--- src/rtl/dma4_pkg.sv ---
// Shared types for the block transfer engine.
// Assumes: kind encodings are fixed by the top-level port contract.
package dma4_pkg;
    typedef enum logic [1:0] {
        KIND_COPY = 2'd0,
        KIND_FILL = 2'd1,
        KIND_IO2A = 2'd2,
        KIND_FLY  = 2'd3
    } xfer_kind_e;

    typedef enum logic [2:0] {
        MV_IDLE, MV_RD, MV_RDW, MV_WR, MV_POST, MV_DLD
    } mv_state_e;
endpackage

--- src/rtl/dma4_arbiter.sv ---
// Fixed-priority picker: lowest-numbered pending channel wins.
// Assumes: the caller samples the result only between bursts.
module dma4_arbiter #(
    parameter int NCH = 4,
    parameter int CHW = $clog2(NCH)
) (
    input  logic           clk,
    input  logic           rst_n,
    input  logic [NCH-1:0] pend,
    output logic           gnt_any,
    output logic [CHW-1:0] gnt_idx
);
    // Scan from the lowest priority upward so the lowest index is kept last.
    always_comb begin
        gnt_any = |pend;
        gnt_idx = '0;
        for (int i = NCH - 1; i >= 0; i--) begin
            if (pend[i]) gnt_idx = CHW'(i);
        end
    end

    // a grant never skips a higher-priority pending channel
    p_fixed_prio_r2: assert property (@(posedge clk) disable iff (!rst_n)
        gnt_any |-> (pend[gnt_idx] &&
                     ((pend & ((NCH'(1) << gnt_idx) - NCH'(1))) == '0)));
endmodule

--- src/rtl/dma4_channel.sv ---
// One channel's job state: kind, addresses, count, chain pointer, fill word.
// Assumes: upd and fin come from the mover only while this channel is busy.
module dma4_channel
    import dma4_pkg::*;
#(
    parameter int AW    = 16,
    parameter int DW    = 32,
    parameter int CW    = 16,
    parameter bit IO_OK = 1'b1
) (
    input  logic          clk,
    input  logic          rst_n,
    input  logic          start,
    input  logic [1:0]    cfg_kind,
    input  logic [AW-1:0] cfg_src,
    input  logic [AW-1:0] cfg_dst,
    input  logic [CW-1:0] cfg_cnt,
    input  logic [AW-1:0] cfg_next,
    input  logic [DW-1:0] cfg_fill,
    input  logic          upd,
    input  logic [AW-1:0] upd_src,
    input  logic [AW-1:0] upd_dst,
    input  logic [CW-1:0] upd_cnt,
    input  logic [AW-1:0] upd_next,
    input  logic          fin,
    output logic          busy,
    output xfer_kind_e    kind,
    output logic [AW-1:0] src,
    output logic [AW-1:0] dst,
    output logic [CW-1:0] cnt,
    output logic [AW-1:0] nxt,
    output logic [DW-1:0] fill,
    output logic          done,
    output logic          irq
);
    // Arm on start when idle, follow mover write-backs, flag completion.
    always_ff @(posedge clk) begin
        if (!rst_n) begin
            busy <= 1'b0;
            kind <= KIND_COPY;
            src  <= '0;
            dst  <= '0;
            cnt  <= '0;
            nxt  <= '0;
            fill <= '0;
            done <= 1'b0;
            irq  <= 1'b0;
        end else begin
            irq <= 1'b0;
            if (start && !busy) begin
                busy <= 1'b1;
                done <= 1'b0;
                kind <= IO_OK ? xfer_kind_e'(cfg_kind)
                              : xfer_kind_e'({1'b0, cfg_kind[0]});
                src  <= cfg_src;
                dst  <= cfg_dst;
                cnt  <= cfg_cnt;
                nxt  <= cfg_next;
                fill <= cfg_fill;
            end else if (upd) begin
                src <= upd_src;
                dst <= upd_dst;
                cnt <= upd_cnt;
                nxt <= upd_next;
                if (fin) begin
                    busy <= 1'b0;
                    done <= 1'b1;
                    irq  <= 1'b1;
                end
            end
        end
    end

    // a start while busy cannot change the job kind
    p_busy_hold_r1: assert property (@(posedge clk) disable iff (!rst_n)
        busy |=> $stable(kind));
    // the completion pulse lasts a single cycle
    p_irq_pulse_r10: assert property (@(posedge clk) disable iff (!rst_n)
        irq |=> !irq);
    // the pulse is always accompanied by the done flag
    p_irq_done_r10: assert property (@(posedge clk) disable iff (!rst_n)
        irq |-> done);
endmodule

--- src/rtl/dma4_mover.sv ---
// Bus-master sequencer: runs one burst (or one descriptor fetch) at a time.
// Assumes: read data returns one cycle after a read; memory never stalls;
// BURST >= 4 so a descriptor fits the staging buffer.
module dma4_mover
    import dma4_pkg::*;
#(
    parameter int NCH   = 4,
    parameter int AW    = 16,
    parameter int DW    = 32,
    parameter int CW    = 16,
    parameter int BURST = 8,
    parameter int CHW   = $clog2(NCH),
    parameter int IW    = $clog2(BURST),
    parameter int BW    = IW + 1
) (
    input  logic           clk,
    input  logic           rst_n,
    input  logic           gnt_any,
    input  logic [CHW-1:0] gnt_idx,
    input  xfer_kind_e     sel_kind,
    input  logic [AW-1:0]  sel_src,
    input  logic [AW-1:0]  sel_dst,
    input  logic [CW-1:0]  sel_cnt,
    input  logic [AW-1:0]  sel_next,
    input  logic [DW-1:0]  sel_fill,
    input  logic [DW-1:0]  io_data,
    input  logic [DW-1:0]  mem_rdata,
    output logic           mem_req,
    output logic           mem_we,
    output logic [AW-1:0]  mem_addr,
    output logic [DW-1:0]  mem_wdata,
    output logic           fly_act,
    output logic [CHW-1:0] act_ch,
    output logic           upd_v,
    output logic [AW-1:0]  upd_src,
    output logic [AW-1:0]  upd_dst,
    output logic [CW-1:0]  upd_cnt,
    output logic [AW-1:0]  upd_next,
    output logic           fin_v
);
    mv_state_e      state;
    xfer_kind_e     cur_kind;
    logic [AW-1:0]  cur_src, cur_dst, cur_next;
    logic [CW-1:0]  cur_cnt;
    logic [DW-1:0]  cur_fill;
    logic [BW-1:0]  n_q, idx;
    logic           is_desc, rv_q;
    logic [IW-1:0]  ri_q;
    logic [DW-1:0]  stage [BURST];
    logic [BW-1:0]  wr_run;

    logic [AW-1:0]  idx_a, n_a;
    logic [CW-1:0]  n_c;
    logic           last_beat;

    assign idx_a     = AW'(idx);
    assign n_a       = AW'(n_q);
    assign n_c       = CW'(n_q);
    assign last_beat = (idx == n_q - 1'b1);

    // Burst length: the remaining count, clipped to the burst limit.
    function automatic logic [BW-1:0] burst_len(input logic [CW-1:0] c);
        return (c >= CW'(BURST)) ? BW'(BURST) : c[BW-1:0];
    endfunction

    // Sequencer: grant, read phase, write phase, write-back, chain fetch.
    always_ff @(posedge clk) begin
        if (!rst_n) begin
            state    <= MV_IDLE;
            cur_kind <= KIND_COPY;
            cur_src  <= '0;
            cur_dst  <= '0;
            cur_next <= '0;
            cur_cnt  <= '0;
            cur_fill <= '0;
            act_ch   <= '0;
            n_q      <= '0;
            idx      <= '0;
            is_desc  <= 1'b0;
        end else begin
            unique case (state)
                MV_IDLE: if (gnt_any) begin
                    act_ch   <= gnt_idx;
                    cur_kind <= sel_kind;
                    cur_src  <= sel_src;
                    cur_dst  <= sel_dst;
                    cur_cnt  <= sel_cnt;
                    cur_next <= sel_next;
                    cur_fill <= sel_fill;
                    n_q      <= burst_len(sel_cnt);
                    idx      <= '0;
                    is_desc  <= 1'b0;
                    if (sel_cnt == '0)
                        state <= MV_POST;
                    else if (sel_kind == KIND_FILL || sel_kind == KIND_FLY)
                        state <= MV_WR;
                    else
                        state <= MV_RD;
                end
                MV_RD: begin
                    idx <= idx + 1'b1;
                    if (last_beat) state <= MV_RDW;
                end
                MV_RDW: begin
                    idx   <= '0;
                    state <= is_desc ? MV_DLD : MV_WR;
                end
                MV_WR: begin
                    idx <= idx + 1'b1;
                    if (last_beat) begin
                        cur_cnt <= cur_cnt - n_c;
                        cur_dst <= cur_dst + n_a;
                        if (cur_kind == KIND_COPY) cur_src <= cur_src + n_a;
                        state <= MV_POST;
                    end
                end
                MV_POST: begin
                    if (cur_cnt == '0 && cur_next != '0) begin
                        is_desc <= 1'b1;
                        n_q     <= BW'(4);
                        idx     <= '0;
                        state   <= MV_RD;
                    end else begin
                        state <= MV_IDLE;
                    end
                end
                MV_DLD: begin
                    cur_next <= stage[0][AW-1:0];
                    cur_src  <= stage[1][AW-1:0];
                    cur_dst  <= stage[2][AW-1:0];
                    cur_cnt  <= stage[3][CW-1:0];
                    is_desc  <= 1'b0;
                    state    <= MV_POST;
                end
                default: state <= MV_IDLE;
            endcase
        end
    end

    // Read return path: capture each word one cycle after its request.
    always_ff @(posedge clk) begin
        if (!rst_n) begin
            rv_q <= 1'b0;
            ri_q <= '0;
        end else begin
            rv_q <= (state == MV_RD);
            ri_q <= idx[IW-1:0];
            if (rv_q) stage[ri_q] <= mem_rdata;
        end
    end

    // Run length of back-to-back write cycles, watched by the burst check.
    always_ff @(posedge clk) begin
        if (!rst_n) wr_run <= '0;
        else        wr_run <= (state == MV_WR) ? wr_run + 1'b1 : '0;
    end

    // Bus drive: address and data per phase and transfer kind.
    always_comb begin
        mem_req   = (state == MV_RD) || (state == MV_WR);
        mem_we    = (state == MV_WR);
        mem_addr  = cur_dst + idx_a;
        mem_wdata = stage[idx[IW-1:0]];
        if (state == MV_RD) begin
            if (is_desc)                    mem_addr = cur_next + idx_a;
            else if (cur_kind == KIND_IO2A) mem_addr = cur_src;
            else                            mem_addr = cur_src + idx_a;
        end
        if (cur_kind == KIND_FILL)     mem_wdata = cur_fill;
        else if (cur_kind == KIND_FLY) mem_wdata = io_data;
    end

    assign fly_act  = (state == MV_WR) && (cur_kind == KIND_FLY);
    assign upd_v    = (state == MV_POST);
    assign fin_v    = (state == MV_POST) && (cur_cnt == '0) && (cur_next == '0);
    assign upd_src  = cur_src;
    assign upd_dst  = cur_dst;
    assign upd_cnt  = cur_cnt;
    assign upd_next = cur_next;

    // no write burst is longer than the burst limit
    p_burst_len_r4: assert property (@(posedge clk) disable iff (!rst_n)
        wr_run <= BW'(BURST));
    // a fill job never reads memory outside descriptor fetches
    p_fill_noread_r5: assert property (@(posedge clk) disable iff (!rst_n)
        (mem_req && !is_desc && cur_kind == KIND_FILL) |-> mem_we);
    // dual-address reads stay on one source address within a burst
    p_dual_fixed_r8: assert property (@(posedge clk) disable iff (!rst_n)
        (state == MV_RD && !is_desc && cur_kind == KIND_IO2A && idx != '0)
            |-> mem_addr == $past(mem_addr));
endmodule

--- src/rtl/dma4_engine.sv ---
// Top of the block transfer engine: channel state, arbitration, one mover.
// Assumes: channels below NEXT own a request/acknowledge pair; the others
// run only memory kinds. Setup fields are shared and qualified by start.
module dma4_engine
    import dma4_pkg::*;
#(
    parameter int NCH   = 4,
    parameter int NEXT  = 2,
    parameter int AW    = 16,
    parameter int DW    = 32,
    parameter int CW    = 16,
    parameter int BURST = 8
) (
    input  logic            clk,
    input  logic            rst_n,
    input  logic [NCH-1:0]  start,
    input  logic [1:0]      cfg_kind,
    input  logic [AW-1:0]   cfg_src,
    input  logic [AW-1:0]   cfg_dst,
    input  logic [CW-1:0]   cfg_cnt,
    input  logic [AW-1:0]   cfg_next,
    input  logic [DW-1:0]   cfg_fill,
    input  logic [NEXT-1:0] dreq,
    output logic [NEXT-1:0] dack,
    input  logic [DW-1:0]   io_data,
    output logic            mem_req,
    output logic            mem_we,
    output logic [AW-1:0]   mem_addr,
    output logic [DW-1:0]   mem_wdata,
    input  logic [DW-1:0]   mem_rdata,
    output logic [NCH-1:0]  done,
    output logic [NCH-1:0]  irq
);
    localparam int CHW = $clog2(NCH);

    logic [NCH-1:0] busy, pend;
    xfer_kind_e     ch_kind [NCH];
    logic [AW-1:0]  ch_src [NCH], ch_dst [NCH], ch_nxt [NCH];
    logic [CW-1:0]  ch_cnt [NCH];
    logic [DW-1:0]  ch_fill [NCH];

    logic           gnt_any, fly_act, upd_v, fin_v;
    logic [CHW-1:0] gnt_idx, act_ch;
    logic [AW-1:0]  upd_src, upd_dst, upd_next;
    logic [CW-1:0]  upd_cnt;

    for (genvar e = 0; e < NCH; e++) begin : g_ch
        localparam bit HAS_PIN = (e < NEXT);
        logic mine;
        assign mine = (act_ch == CHW'(e));

        dma4_channel #(.AW(AW), .DW(DW), .CW(CW), .IO_OK(HAS_PIN)) u_ch (
            .clk(clk), .rst_n(rst_n), .start(start[e]),
            .cfg_kind(cfg_kind), .cfg_src(cfg_src), .cfg_dst(cfg_dst),
            .cfg_cnt(cfg_cnt), .cfg_next(cfg_next), .cfg_fill(cfg_fill),
            .upd(upd_v && mine), .upd_src(upd_src), .upd_dst(upd_dst),
            .upd_cnt(upd_cnt), .upd_next(upd_next), .fin(fin_v && mine),
            .busy(busy[e]), .kind(ch_kind[e]), .src(ch_src[e]),
            .dst(ch_dst[e]), .cnt(ch_cnt[e]), .nxt(ch_nxt[e]),
            .fill(ch_fill[e]), .done(done[e]), .irq(irq[e])
        );

        if (HAS_PIN) begin : g_pin
            // I/O kinds wait for the device request; memory kinds do not.
            assign pend[e] = busy[e] && (!ch_kind[e][1] || dreq[e]);
            assign dack[e] = fly_act && mine;
        end else begin : g_nopin
            assign pend[e] = busy[e];
        end
    end

    dma4_arbiter #(.NCH(NCH), .CHW(CHW)) u_arb (
        .clk(clk), .rst_n(rst_n), .pend(pend),
        .gnt_any(gnt_any), .gnt_idx(gnt_idx)
    );

    dma4_mover #(.NCH(NCH), .AW(AW), .DW(DW), .CW(CW), .BURST(BURST)) u_mv (
        .clk(clk), .rst_n(rst_n), .gnt_any(gnt_any), .gnt_idx(gnt_idx),
        .sel_kind(ch_kind[gnt_idx]), .sel_src(ch_src[gnt_idx]),
        .sel_dst(ch_dst[gnt_idx]), .sel_cnt(ch_cnt[gnt_idx]),
        .sel_next(ch_nxt[gnt_idx]), .sel_fill(ch_fill[gnt_idx]),
        .io_data(io_data), .mem_rdata(mem_rdata),
        .mem_req(mem_req), .mem_we(mem_we), .mem_addr(mem_addr),
        .mem_wdata(mem_wdata), .fly_act(fly_act), .act_ch(act_ch),
        .upd_v(upd_v), .upd_src(upd_src), .upd_dst(upd_dst),
        .upd_cnt(upd_cnt), .upd_next(upd_next), .fin_v(fin_v)
    );

    // acknowledge appears only during memory write cycles
    p_dack_write_r7: assert property (@(posedge clk) disable iff (!rst_n)
        (|dack) |-> (mem_req && mem_we));
    // at most one device is acknowledged at a time
    p_dack_onehot_r7: assert property (@(posedge clk) disable iff (!rst_n)
        $onehot0(dack));
    // completion pulses come from one channel at a time
    p_irq_single_r10: assert property (@(posedge clk) disable iff (!rst_n)
        $onehot0(irq));
endmodule

--- config.mk ---
export PLATFORM = sky130hd
export DESIGN_NAME = dma4_engine
export DESIGN_NICKNAME = d
export VERILOG_FILES = /design/src/rtl/dma4_pkg.sv /design/src/rtl/dma4_arbiter.sv /design/src/rtl/dma4_channel.sv /design/src/rtl/dma4_mover.sv /design/src/rtl/dma4_engine.sv
export SDC_FILE = /design/constraint.sdc
export NUM_CORES = 2
export LEC_CHECK = 0
export BUFFER_PORTS_ARGS = -buffer_cell sky130_fd_sc_hd__buf_2
export CAP_MARGIN = 20
export CORE_UTILIZATION = 50
export DETAILED_ROUTE_END_ITERATION = 10
export PLACE_DENSITY = 0.73
export SLEW_MARGIN = 20
export SYNTH_ARGS = -nofsm -noshare
export SYNTH_HDL_FRONTEND = slang
export SYNTH_SLANG_ARGS = --single-unit
--- constraint.sdc ---
create_clock -name clk -period 3.9 [get_ports clk]
set_input_delay 0.39 -clock clk [delete_from_list [all_inputs] [get_ports clk]]
set_output_delay 0.39 -clock clk [all_outputs]
set_load 0.03 [all_outputs]
==> impl_metrics.csv <==
group,metric,value,unit
timing,worst_slew_pin_slew,1.16,ns
synth,netlist.area_leader.share,27.8,%
routing,postRouteAntennaNets,0,
routing,via_per_inst,6.39,
timing,setup_tns,0,ns
synth,synth_common_cells,"899 x nand2_1, 521 x dfxtp_1, 299 x clkbuf_1",
synth,syn_nets,4016,
synth,ys_ff_latch,777,
job,cap_violations,0,
global_routing,grt_remaining_overflow,0,
power,p_leak,17.7,nW
placement,dp_hpwl,81500,um
synth,synth.most_common_cell,"nand2_1",
synth,synth_xor_area_share,1.38,%
critical_path,crit_type,"flip-flop to primary output",
synth,yosys_most_used_dff,"dfxtp_1",
power,irDropWorstVdd,0.000350,V
timing,fin_skew,0.0250,ns
cts,cts_tree,"yes",
cts,cts_root_buf,"clkbuf_16",
synth,syn_area,37500,um^2
synth,yosys-top-cells-area,"dfxtp_1 28%, edfxtp_1 21%, nand2_1 9.0%",
synth,yosysTopAreaCell,"dfxtp_1",
synth,synth_top_family_by_area,"compound AO/OA/AOI/OAI gates",
global_routing,first_global_vias,29088,
routing,drt_iter0_drc,3954,
cts,htreeDepth,3,
cts,cts_max_path_buffers,3,
critical_path,cpPeakStageDelay,0.43,ns
synth,synthMuxAreaShare,9.25,%
synth,synth_seq_area_share,48.3,%
routing,drc,0,
floorplan,die_area,76100,um^2
cells_and_area,nets,4082,
timing,period_needed,3.72,ns
worst_hold_path,hold_class,"primary input to flip-flop",
cts,cts.sinks,777,
synth,synth-edff-count,256,
routing,wl_per_cell,25.1,um
timing,min_period_over_period,95.3,%
synth,synth-simple-area-share,16.2,%
critical_path,crit_slowest_cell,"dfxtp_2",
timing,finalSetupViolCount,0,
cells_and_area,drive_gt1_share,16.2,%
critical_path,end_kind,"primary output",
global_routing,antenna_found_initial,22,
critical_path,crit_chain,"ha_1, inv_1, fa_1, nor2b_1, o21ai_0, a211o_1, nor2_1, xor2_1, o22ai_1, a21oi_1, buf_2",
floorplan,die_y,276,um
floorplan,boundaryPins,230,
placement,io_buffer_count,229,
timing,hold_viol_final,0,
cells_and_area,post-route-util,57.4,%
synth,synth-compound-area-share,19.4,%
cts,clock_latency,0.66,ns
critical_path,start_kind,"flip-flop",
synth,syn_avg_cell_area,9.83,um^2
synth,synth_cell_types,81,
cts,clkTransAtPathRegs,0.07,ns
global_routing,grt_pass1_wl,184000,um
timing,maxSlewViolCount,0,
floorplan,num_rows,100,
status,status,"finished, final reports clean",
critical_path,worstPathArrival,3.33,ns
timing,rsz0062_at_grt,"false",
cells_and_area,syn2layout_area_growth,13.8,%
routing,dr.pass1.iters,6,
cts,post_cts_buffers,0,
critical_path,worstPathRequired,3.51,ns
cts,cts_inserted_buffers,84,
timing,max_freq,269,MHz
synth,yosys_warnings,0,
global_routing,grt_usage,32.1,%
floorplan,start_util,50.4,%
critical_path,cp_max_fo,9,
routing,via_count,31474,
synth,async_flop_share,0,%
power,pwr_density_cell,502,nW/um^2
routing,drt_wl_total,124000,um
placement,gp_congestion,0.990,
synth,synth_cells,3814,
global_routing,grt_max_degree,215,
synth,synthAdderAreaFrac,1.19,%
timing,max_slew_margin,22.7,%
floorplan,core-area,74300,um^2
floorplan,die_w,276,um
## cells in the final DEF (no fill, tap or decap), types with 21 or more instances in the layout
master / count
a211oi_1: 41
a21boi_0: 141
a21oi_1: 137
a221oi_1: 31
a31oi_1: 26
buf_2: 228
buf_4: 78
clkbuf_16: 86
dfxtp_1: 508
dlygate4sd3_1: 21
edfxtp_1: 256
ha_1: 26
inv_1: 33
mux2i_1: 91
mux4_2: 113
nand2_1: 896
nand3_1: 252
nor2_1: 53
nor2b_1: 64
o211a_1: 262
o211ai_1: 41
o21ai_0: 89
o22ai_1: 34
xnor2_1: 38
xor2_1: 21
## worst max-delay path: cells and delay by family, from the launching register on
family                     cells  cell delay [ns]
AOI/OAI and AO/OA              4             0.86
adders and majority gates      2             0.62
DFF                            1             0.43
buffers and inverters          2             0.31
and+or+nand+nor                2             0.26
xor gates and xnor gates       1             0.19
## final cells by class
| class | instances | area (um^2) |
|---|---|---|
| fill | 6265 | 31700 |
| sequential | 777 | 18100 |
| multi-input combinational | 2637 | 18000 |
| clock buffer | 120 | 2440 |
| timing repair buffer | 345 | 2290 |
| tap | 969 | 1210 |
| clock inverter | 33 | 414 |
| inverter | 35 | 131 |
| antenna | 13 | 32.5 |
## metrics by stage
stage	total power, mW	instances	instance area (um^2)	setup WS (ns)	hold slack (ns)
after detailed placement	13.2	4742	39500	0.645	0.456
after global placement	13.1	4742	39500	0.644	0.447
after global routing	22.1	4922	42600	0.0106	0.0110
final	21.4	4929	42700	0.183	0.0121
after floorplan	11.8	3814	37500	0.198	0.434
after CTS	21.3	4916	42600	0.0194	0.000496
## final timing paths
kind	slack, ns	to	depth (start not counted)	start
worst max register to register	0.76	u_mv.upd_src[13]	8	g_ch[2].u_ch.busy
worst max-delay path	0.18	mem_addr[14]	11	u_mv.idx[0]
worst min register to register	0.46	g_ch[3].u_ch.fill[2]	2	g_ch[3].u_ch.fill[2]
worst min-delay path	0.01	g_ch[1].u_ch.fill[13]	3	cfg_fill[13]
## what timing repair did
action | 4_1_cts | 5_1_grt
gates resized for setup | 1 | 12
pin swaps | 0 | 1
hold buffers | 21 | 0
endpoints found under the setup margin | 1 | 10
hold endpoints to repair | 113 | 0
## routing by layer
| metal | part of all wire, % | global-route usage, % | up-vias | wire (um) |
|---|---|---|---|---|
| li1 | - | - | 13992 | - |
| met2 | 44 | 47.8 | 1798 | 55000 |
| met4 | 4.0 | 13.1 | 20 | 4940 |
| met5 | 0.093 | 0 | - | 115 |
| met1 | 40 | 44.7 | 15365 | 49900 |
| met3 | 11 | 7.66 | 299 | 13800 |
## logic make-up (layout without fill, tap and decap cells)
kind of cell	Yosys count	count (layout)
muxes	205	205
and+or+nand+nor	1390	1390
other	0	13
AOI/OAI and AO/OA	951	951
DFF	777	777
xor gates and xnor gates	59	59
adders and majority gates	32	32
buffers and inverters	400	533
## registers in the layout (all words and copies together), names as in the netlist, 6 cells and up, named ones only
| register | cells |
|---|---|
| g_ch.u_ch.cnt | 64 |
| g_ch.u_ch.dst | 64 |
| g_ch.u_ch.fill | 128 |
| g_ch.u_ch.kind | 6 |
| g_ch.u_ch.nxt | 64 |
| g_ch.u_ch.src | 64 |
| u_mv.cur_fill | 32 |
| u_mv.stage | 256 |
| u_mv.upd_cnt | 16 |
| u_mv.upd_dst | 16 |
| u_mv.upd_next | 16 |
| u_mv.upd_src | 16 |
## where the power goes
| group | switching (mW) | leakage [nW] | total [mW] | internal, mW |
|---|---|---|---|---|
| Clock | 3.44 | 1.41 | 8.23 | 4.79 |
| Sequential | 0.483 | 6.59 | 9.29 | 8.80 |
| Combinational | 2.45 | 9.65 | 3.88 | 1.43 |
| Total | 6.37 | 17.7 | 21.4 | 15.0 |
Power figures use the tool's default switching activity.
